## config.mk

```make
export PLATFORM = sky130hd
export DESIGN_NAME = prd_segmenter
export DESIGN_NICKNAME = d
export VERILOG_FILES = /design/src/rtl/prd_segmenter.sv
export SDC_FILE = /design/constraint.sdc
export NUM_CORES = 1
export LEC_CHECK = 0
export ABC_AREA = 1
export ABC_CLOCK_PERIOD_IN_PS = 7350
export BUFFER_PORTS_ARGS = -buffer_cell sky130_fd_sc_hd__buf_2
export CORE_MARGIN = 2
export CORE_UTILIZATION = 30
export DETAILED_ROUTE_END_ITERATION = 8
export GPL_ROUTABILITY_DRIVEN = 0
export PLACE_DENSITY_LB_ADDON = 0.3
export RECOVER_POWER = 25
export SYNTH_ARGS = -nofsm -noshare
export SYNTH_HDL_FRONTEND = slang
export SYNTH_SLANG_ARGS = --single-unit
```

## constraint.sdc

```tcl
create_clock -name clk -period 7.35 [get_ports clk]
set_input_delay 0.3675 -clock clk [delete_from_list [all_inputs] [get_ports clk]]
set_output_delay 0.3675 -clock clk [all_outputs]
set_load 0.03 [all_outputs]
```

## src/rtl/prd_segmenter.sv

```systemverilog
module prd_segmenter #(
  parameter int MAX_ENTRIES = 256,
  parameter int CNT_W = $clog2(MAX_ENTRIES + 1)
) (
  input  logic             clk,
  input  logic             rst_n,
  input  logic             alt_fmt,
  input  logic             seg_valid,
  output logic             seg_ready,
  input  logic [31:0]      seg_addr,
  input  logic [31:0]      seg_len,
  input  logic             seg_last,
  output logic             ent_valid,
  input  logic             ent_ready,
  output logic [31:0]      ent_addr,
  output logic [31:0]      ent_word,
  output logic             done,
  output logic             err_overflow,
  output logic             err_empty,
  output logic [CNT_W-1:0] ent_total
);

  typedef enum logic [2:0] {S_IN, S_RUN, S_END, S_WAIT, S_DRAIN} st_t;
  st_t st;

  logic [31:0]      cur_a, cur_l;
  logic             cur_last;
  logic             hold_v, hold_alt, out_alt;
  logic [31:0]      hold_a, hold_w;
  logic [CNT_W-1:0] cnt;

  wire [16:0] room     = 17'h10000 - {1'b0, cur_a[15:0]};
  wire [31:0] chunk    = ({15'b0, room} > cur_l) ? cur_l : {15'b0, room};
  wire        full     = !alt_fmt && (chunk == 32'h10000);
  wire [31:0] step     = full ? 32'h8000 : chunk;
  wire [31:0] alt_w    = ((chunk >> 2) - 32'd1) << 16;
  wire [31:0] new_w    = alt_fmt ? alt_w : {16'h0, step[15:0]};
  wire        out_free = !ent_valid || ent_ready;
  wire        gen      = (st == S_RUN) && (!hold_v || out_free);
  wire        at_max   = (cnt == CNT_W'(MAX_ENTRIES));
  wire        seg_fire = seg_valid && seg_ready;

  assign seg_ready = (st == S_IN) || (st == S_DRAIN);

  always_ff @(posedge clk) begin
    if (!rst_n) begin
      st <= S_IN;
      cur_a <= '0; cur_l <= '0; cur_last <= 1'b0;
      hold_v <= 1'b0; hold_a <= '0; hold_w <= '0; hold_alt <= 1'b0;
      ent_valid <= 1'b0; ent_addr <= '0; ent_word <= '0; out_alt <= 1'b0;
      cnt <= '0; done <= 1'b0; err_overflow <= 1'b0; err_empty <= 1'b0;
      ent_total <= '0;
    end else begin
      done <= 1'b0;
      err_overflow <= 1'b0;
      err_empty <= 1'b0;
      if (ent_valid && ent_ready) ent_valid <= 1'b0;
      case (st)
        S_IN: if (seg_fire) begin
          cur_a <= seg_addr;
          cur_l <= seg_len;
          cur_last <= seg_last;
          if (seg_len != 0) st <= S_RUN;
          else if (seg_last) st <= S_END;
        end
        S_RUN: if (gen) begin
          if (at_max) begin
            hold_v <= 1'b0;
            cnt <= '0;
            if (cur_last) begin
              done <= 1'b1; err_overflow <= 1'b1; ent_total <= '0;
              st <= S_IN;
            end else st <= S_DRAIN;
          end else begin
            if (hold_v) begin
              ent_valid <= 1'b1;
              ent_addr <= hold_a;
              ent_word <= hold_w;
              out_alt <= hold_alt;
            end
            hold_v <= 1'b1;
            hold_a <= cur_a;
            hold_w <= new_w;
            hold_alt <= alt_fmt;
            cnt <= cnt + 1'b1;
            cur_a <= cur_a + step;
            cur_l <= cur_l - step;
            if (cur_l == step) st <= cur_last ? S_END : S_IN;
          end
        end
        S_END: begin
          if (!hold_v) begin
            done <= 1'b1; err_empty <= 1'b1; ent_total <= '0; cnt <= '0;
            st <= S_IN;
          end else if (out_free) begin
            ent_valid <= 1'b1;
            ent_addr <= hold_a;
            ent_word <= hold_alt ? hold_w : (hold_w | 32'h8000_0000);
            out_alt <= hold_alt;
            hold_v <= 1'b0;
            st <= S_WAIT;
          end
        end
        S_WAIT: if (ent_valid && ent_ready) begin
          done <= 1'b1; ent_total <= cnt; cnt <= '0;
          st <= S_IN;
        end
        S_DRAIN: if (seg_fire && seg_last) begin
          done <= 1'b1; err_overflow <= 1'b1; ent_total <= '0;
          st <= S_IN;
        end
        default: st <= S_IN;
      endcase
    end
  end

  AST_OUT_HOLD: assert property (@(posedge clk) disable iff (!rst_n)
    ent_valid && !ent_ready |=> ent_valid && $stable(ent_addr) && $stable(ent_word));
  AST_BOUNDARY: assert property (@(posedge clk) disable iff (!rst_n)
    ent_valid && !out_alt |-> ({1'b0, ent_addr[15:0]} + {1'b0, ent_word[15:0]}) <= 17'h10000);
  AST_STD_COUNT: assert property (@(posedge clk) disable iff (!rst_n)
    ent_valid && !out_alt |-> ent_word[15:0] != 16'h0 && ent_word[30:16] == 15'h0);
  AST_NO_OVERFLOW: assert property (@(posedge clk) disable iff (!rst_n)
    cnt <= CNT_W'(MAX_ENTRIES));
  AST_ONE_ERR: assert property (@(posedge clk) disable iff (!rst_n)
    (err_overflow || err_empty) |-> done && !(err_overflow && err_empty));
  AST_DONE_AFTER_ACCEPT: assert property (@(posedge clk) disable iff (!rst_n)
    done && !err_overflow && !err_empty |-> $past(ent_valid && ent_ready));

endmodule

```

; Yosys cells after proc, flatten, opt, wreduce, memory -nomap -nowiden
; Cells that the tools add are included.
[word_totals]
output_inout_bits = 78
register_bits = 220
[classes]
n_mux = 68
n_bitwise = 1
order_cmp = 1
reduce_logical = 26
add_sub_neg = 5
n_eq_ne = 21
[ops]
columns = operator, count
row1 = $mux W32, 20
row2 = $pmux W32 S2, 4
row3 = $mux W9, 9
row4 = $pmux W9 S4, 1
row5 = $mux W3, 11
row6 = $add A32 B32 Y32, 1
row7 = $eq A32 B17 Y1 const B, 1
row8 = $eq A32 B32 Y1, 1
row9 = $gt A17 B32 Y1, 1
row10 = $reduce_bool A32 Y1, 1
row11 = $sub A32 B32 Y32, 1
row12 = $pmux W9 S3, 1
row13 = $ne A2 B2 Y1 const B, 10
row14 = $sub A17 B16 Y17 const A, 1
row15 = $mux W1, 16
row16 = $sub A16 B1 Y16 const B, 1
row17 = $pmux W3 S5, 1
row18 = $reduce_and A7 Y1, 2
row19 = $add A9 B1 Y9 const B, 1
row20 = $eq A9 B9 Y1 const B, 1
row21 = $reduce_and A4 Y1, 2
row22 = $eq A3 B2 Y1 const B, 2
row23 = $ne A3 B2 Y1 const B, 2
row24 = $pmux W1 S2, 3
row25 = 17 further kinds, 28

; Depth between registers and ports, before layout
[depth]
ltp_word = 11
ltp_mapped = 44

; Least setup slack after synthesis
; No wires, ideal clock.
[synth_path]
path_type = register to register
start = reg cur_a[0]
end = reg cur_a[23]
setup_time_ns = 0.111
path_slack_ns = 2.025
synth_period_minus_slack_ns = 5.325
t_required_ns = 7.239
arrival_ns = 5.215
stages_incl_launch_ff = 43
cell_sequence = dfxtp_1 -> inv_1 -> ha_1 -> nand2_1 -> nor3_1 -> nand2_1 -> or2_1 -> nand2_1 -> inv_1 -> ha_1 -> nand2_1 -> nor2_1 -> nand2_1 -> inv_1 -> nand2_1 -> nand2_1 -> nand2_2 -> nand2_4 -> (+7 left out) -> nor2_4 -> nand2_4 -> inv_2 -> nor2_1 -> ha_1 -> a21oi_1 -> nand2_1 -> a21oi_1 -> inv_1 -> a21oi_1 -> o21ai_0 -> nand2_1 -> o21ai_0 -> or2_2 -> nand3_1 -> nand3_1 -> nand3_1 -> inv_1
[synth_between]
elab_chain_cells = 10
[synth_rtl]
columns = item, line_no
row1 = start: declaration, 26  ; logic [31:0] cur_a, cur_l;
row2 = start signal: assignment, 60  ; cur_a <= seg_addr;
row3 = start signal: assignment, 86  ; cur_a <= cur_a + step;
row4 = $sub A17 B16 Y17, 32  ; wire [16:0] room = 17'h10000 - {1'b0, cur_a[15:0]};
row5 = $gt A17 B32 Y1, 33  ; wire [31:0] chunk = ({15'b0, room} > cur_l) ? cur_l : {15'b0, room};
row6 = $mux W32, 33
row7 = $eq A32 B17 Y1, 34  ; wire full = !alt_fmt && (chunk == 32'h10000);
row8 = $logic_and A1 B1 Y1, 34
row9 = $mux W32, 35  ; wire [31:0] step = full ? 32'h8000 : chunk;
row10 = $add A32 B32 Y32 *, 86
row11 = $mux W32 *, 67  ; if (at_max) begin
row12 = $mux W32 *, 66  ; S_RUN: if (gen) begin
row13 = $pmux W32 S2 *, 58  ; case (st)
; Mark *: on every way between the ends. The rest lies on a longest branch, timed or not. The select of a mux whose other input is x is not followed.
; A chain may end at the register's enable or synchronous reset.

; Worst setup path after layout
[layout_path]
start = reg cur_a[0]
end = reg cur_a[18]
; The elaborated chain is that of the path after synthesis.

==> qor_table.md <==
| Result | This run | Unit |
|---|---|---|
| Library cell with the highest instance count after synthesis | nand2_1 | - |
| Vias per inst | 5.04 | - |
| Data arrival at the endpoint of the critical path | 6.80 | ns |
| Overall die width | 218 | um |
| Die outline area | 47300 | um2 |
| Maximum frequency from static timing analysis | 157 | MHz |
| Starting density of the core | 0.303 | - |
| Nets | 2318 | - |
| Sum of routed wire length over all layers | 44.2 | mm |
| Number of antenna violations at the first check in global routing | 0 | - |
| Status | completed | - |
| Half-perimeter wire length after detailed placement | 33.4 | mm |
| Most used flip-flop cell after synthesis | dfxtp_1 | - |
| Capture instance of the worst register-to-register path | cur_a[18] | - |
| Global-route wire length before repair | 69.4 | mm |
| Clk pin slew, worst setup/hold paths | 0.06 | ns |
| Area share of the largest cell type after synthesis | 0.322 | - |
| Syn. warnings | 0 | - |
| CTS Buf Count | 25 | - |
| Sequential-to-total area share from yosys stat | 0.322 | - |
| Hold/Removal Path Class | in -> reg | - |
| Maximum ir drop on the vdd rail | 0.231 | mV |
| Total via count in the routed design | 14000 | - |
| Worst-path fanout max | 19 | - |
| Congestion Overflow GR | 0 | - |
| Max stage delay on crit path | 0.41 | ns |
| DRC violation count after routing | 0 | - |
| Number of setup violations in the final report | 0 | - |
| First-iteration detailed-routing DRC count | 1197 | - |
| Proportion of layout cells with a drive suffix above 1 | 0.0932 | - |
| Crit path required time | 7.79 | ns |
| Number of hold violations in the final report | 0 | - |
| Commonest cells in the netlist | nand2_1 (378), nor2_1 (276), dfxtp_1 (220), inv_1 (197), a21oi_1 (192) | - |
| Total standard cell area after synthesis | 13700 | um2 |
| Total setup buffers inserted after CTS | 0 | - |
| Leakage dissipation | 6.90 | nW |
| Slew Limit Headroom | 0.342 | - |
| Number of max-capacitance violations reported | 0 | - |
| Measured slew at the worst slew-check pin | 0.986 | ns |
| Row count | 78 | - |
| Cell depth of the worst hold path | 3 | - |
| Clock tree from TritonCTS | built | - |
| Aggregate global-route resource usage | 0.182 | - |
| Total power density per cell area | 545 | nW/um2 |
| Vias in the first global route | 13000 | - |
| Library cell appearing most often on the critical path | inv_1 | - |
| Critical-path cell with the highest stage delay | nor4_4 | - |
| Post-synthesis area per instance | 6.74 | um2 |
| Average wire length per cell after detail routing | 15.9 | um |
| Final antenna diode count | 0 | - |
| Type of element launching the critical path | flip-flop | - |
| H-tree level count | 1 | - |
| Post-detailed-route count of antenna-violating nets | 0 | - |
| Post-layout minimum cycle time | 6.37 | ns |
| CTS Root Buffer Type | clkbuf_16 | - |
| # clock sinks | 220 | - |
| Endpoint class of the critical path | flip-flop | - |
| Unique masters post-synth | 52 | - |
| Pins Over Slew Limit | 0 | - |
| Post-synthesis cell type with the largest combined area | dfxtp_1 | - |
| Number of instances resized during post-cts repair | 0 | - |
| Worst r2r path cells | 37 | - |
| Length of the first detailed-routing pass in iterations | 5 | - |
| Number of buffers on the longest clock path | 3 | - |
| WS Path Type | reg -> reg | - |
| Number of buffer cells added on primary ports | 147 | - |
| Async set or reset register ratio after synthesis | 0 | - |
| Endpoint with the worst hold slack | cur_last | - |
| Core Box Area | 45200 | um2 |
| Ratio of final minimum period to clock period | 0.866 | - |
| Number of synthesized register bits | 220 | - |
| Finished Layout Cells | 2777 | - |
| Slack of the worst reg-to-reg path | 0.98 | ns |
| Die Span Y | 218 | um |
| Count of pins on the block boundary | 148 | - |
| Clock latency of the later-clocked register in the worst-skew pair | 0.55 | ns |
| Setup repair after global routing missed its margin | no | - |
| Hold_buf cts | 0 | - |
| Number of enable-type register cells in the synthesized netlist | 0 | - |
| Launch point of the worst hold path | seg_last | - |
| Reg-to-reg critical path startpoint | cur_a[0] | - |
| Cells after Synth | 2031 | - |
| Pin count of the biggest net entering global routing | 80 | - |
| Post-route setup TNS | 0 | ns |
| Number of instances in the placed design | 2735 | - |
| Cell types occupying the most area after synthesis | dfxtp_1 (32%), nand2_1 (10%), ha_1 (7.7%) | - |
| Signed area change from the synthesized netlist to the final layout | 15.5 | % |
| Post-Route Skew | 0.0255 | ns |
-- critical path, delay by kind of cell, from the launching register on --
family	cells	cell delay (ns)
buffers and inverters	7	0.57
adder cells (fa/ha/maj)	4	0.81
AND/OR/NAND/NOR	19	3.12
AO/OA/AOI/OAI	7	1.37
flip-flops	1	0.35
-- power by group --
part | total, mW | switching (mW) | internal [mW]
clock | 1.35 | 0.515 | 0.835
combinational | 5.44 | 3.67 | 1.77
sequential | 1.83 | 0.275 | 1.55
total | 8.61 | 4.46 | 4.16
-- how the worst max path moves through the flow --
stage                     startpoint        end  slack (ns)  cells after the start
after CTS                   cur_a[0]  cur_a[18]        0.99                     37
after global routing        cur_a[0]  cur_a[28]        0.17                     36
after global placement      cur_a[0]  cur_a[23]        1.22                     37
final                       cur_a[0]  cur_a[18]        0.98                     37
after floorplan             cur_a[0]  cur_a[23]        2.02                     42
after detailed placement    cur_a[0]  cur_a[18]        1.02                     37
-- logic make-up (layout without fill, tap and decap cells) --
family / after synthesis / count (layout) / synth area share
AND/OR/NAND/NOR: 915 / 915 / 0.293
AO/OA/AOI/OAI: 482 / 482 / 0.199
buffers and inverters: 289 / 409 / 0.0820
flip-flops: 220 / 220 / 0.322
adder cells (fa/ha/maj): 86 / 86 / 0.0798
XOR/XNOR: 37 / 37 / 0.0237
other: 2 / 28 / 0.000549
-- placed cells by master (no fill, tap or decap), drive strengths merged, types with 9 or more instances in the layout --
cell type	n
o21ai	179
a21o	16
a221oi	19
o211ai	36
nor2	287
nand3	126
conb	28
a31oi	9
nor4	16
o21bai	13
nand4	28
ha	84
inv	208
or2	25
a21oi	193
nor3	27
buf	83
clkbuf	108
xnor2	17
xor2	20
nand2	403
dfxtp	220
-- metal layers --
layer / up-vias / wire (um) / GRT usage
met5: - / 0 / 0
met4: 0 / 1400 / 0.0550
met3: 76 / 2700 / 0.0268
met2: 418 / 20000 / 0.301
met1: 6487 / 20000 / 0.243
li1: 7027 / - / -
-- flip-flops by register name, summed over array words and instances, names as in the netlist --
signal / count
ent_addr: 32
st: 3
ent_valid: 1
hold_alt: 1
cur_a: 32
ent_total: 9
done: 1
hold_v: 1
hold_a: 32
cnt: 9
err_empty: 1
cur_l: 32
cur_last: 1
hold_w: 32
err_overflow: 1
ent_word: 32
-- stage by stage --
stage / worst slack (ns) / total power [mW] / util / hold slack [ns] / cell area (um2)
2_1_floorplan: 2.02 / 5.81 / - / 0.430 / 13800
3_3_place_gp: 1.22 / 7.14 / 0.332 / 0.453 / 15000
3_5_place_dp: 1.02 / 7.21 / 0.332 / 0.453 / 15000
4_1_cts: 0.990 / 8.61 / 0.352 / 0.104 / 15900
5_1_grt: 0.171 / 9.41 / 0.350 / 0.129 / 15800
6_report: 0.983 / 8.61 / 0.350 / 0.128 / 15800
-- area by class of cell --
| type | instances | area (um2) |
|---|---|---|
| repair buffers | 157 | 721 |
| multi-input cells | 1548 | 8270 |
| fillers | 4962 | 29400 |
| well taps | 600 | 751 |
| clock inverters | 8 | 168 |
| inverters | 210 | 790 |
| flip-flops and latches | 220 | 4400 |
| clock buffers | 34 | 699 |
(Power assumes the default switching activity.)
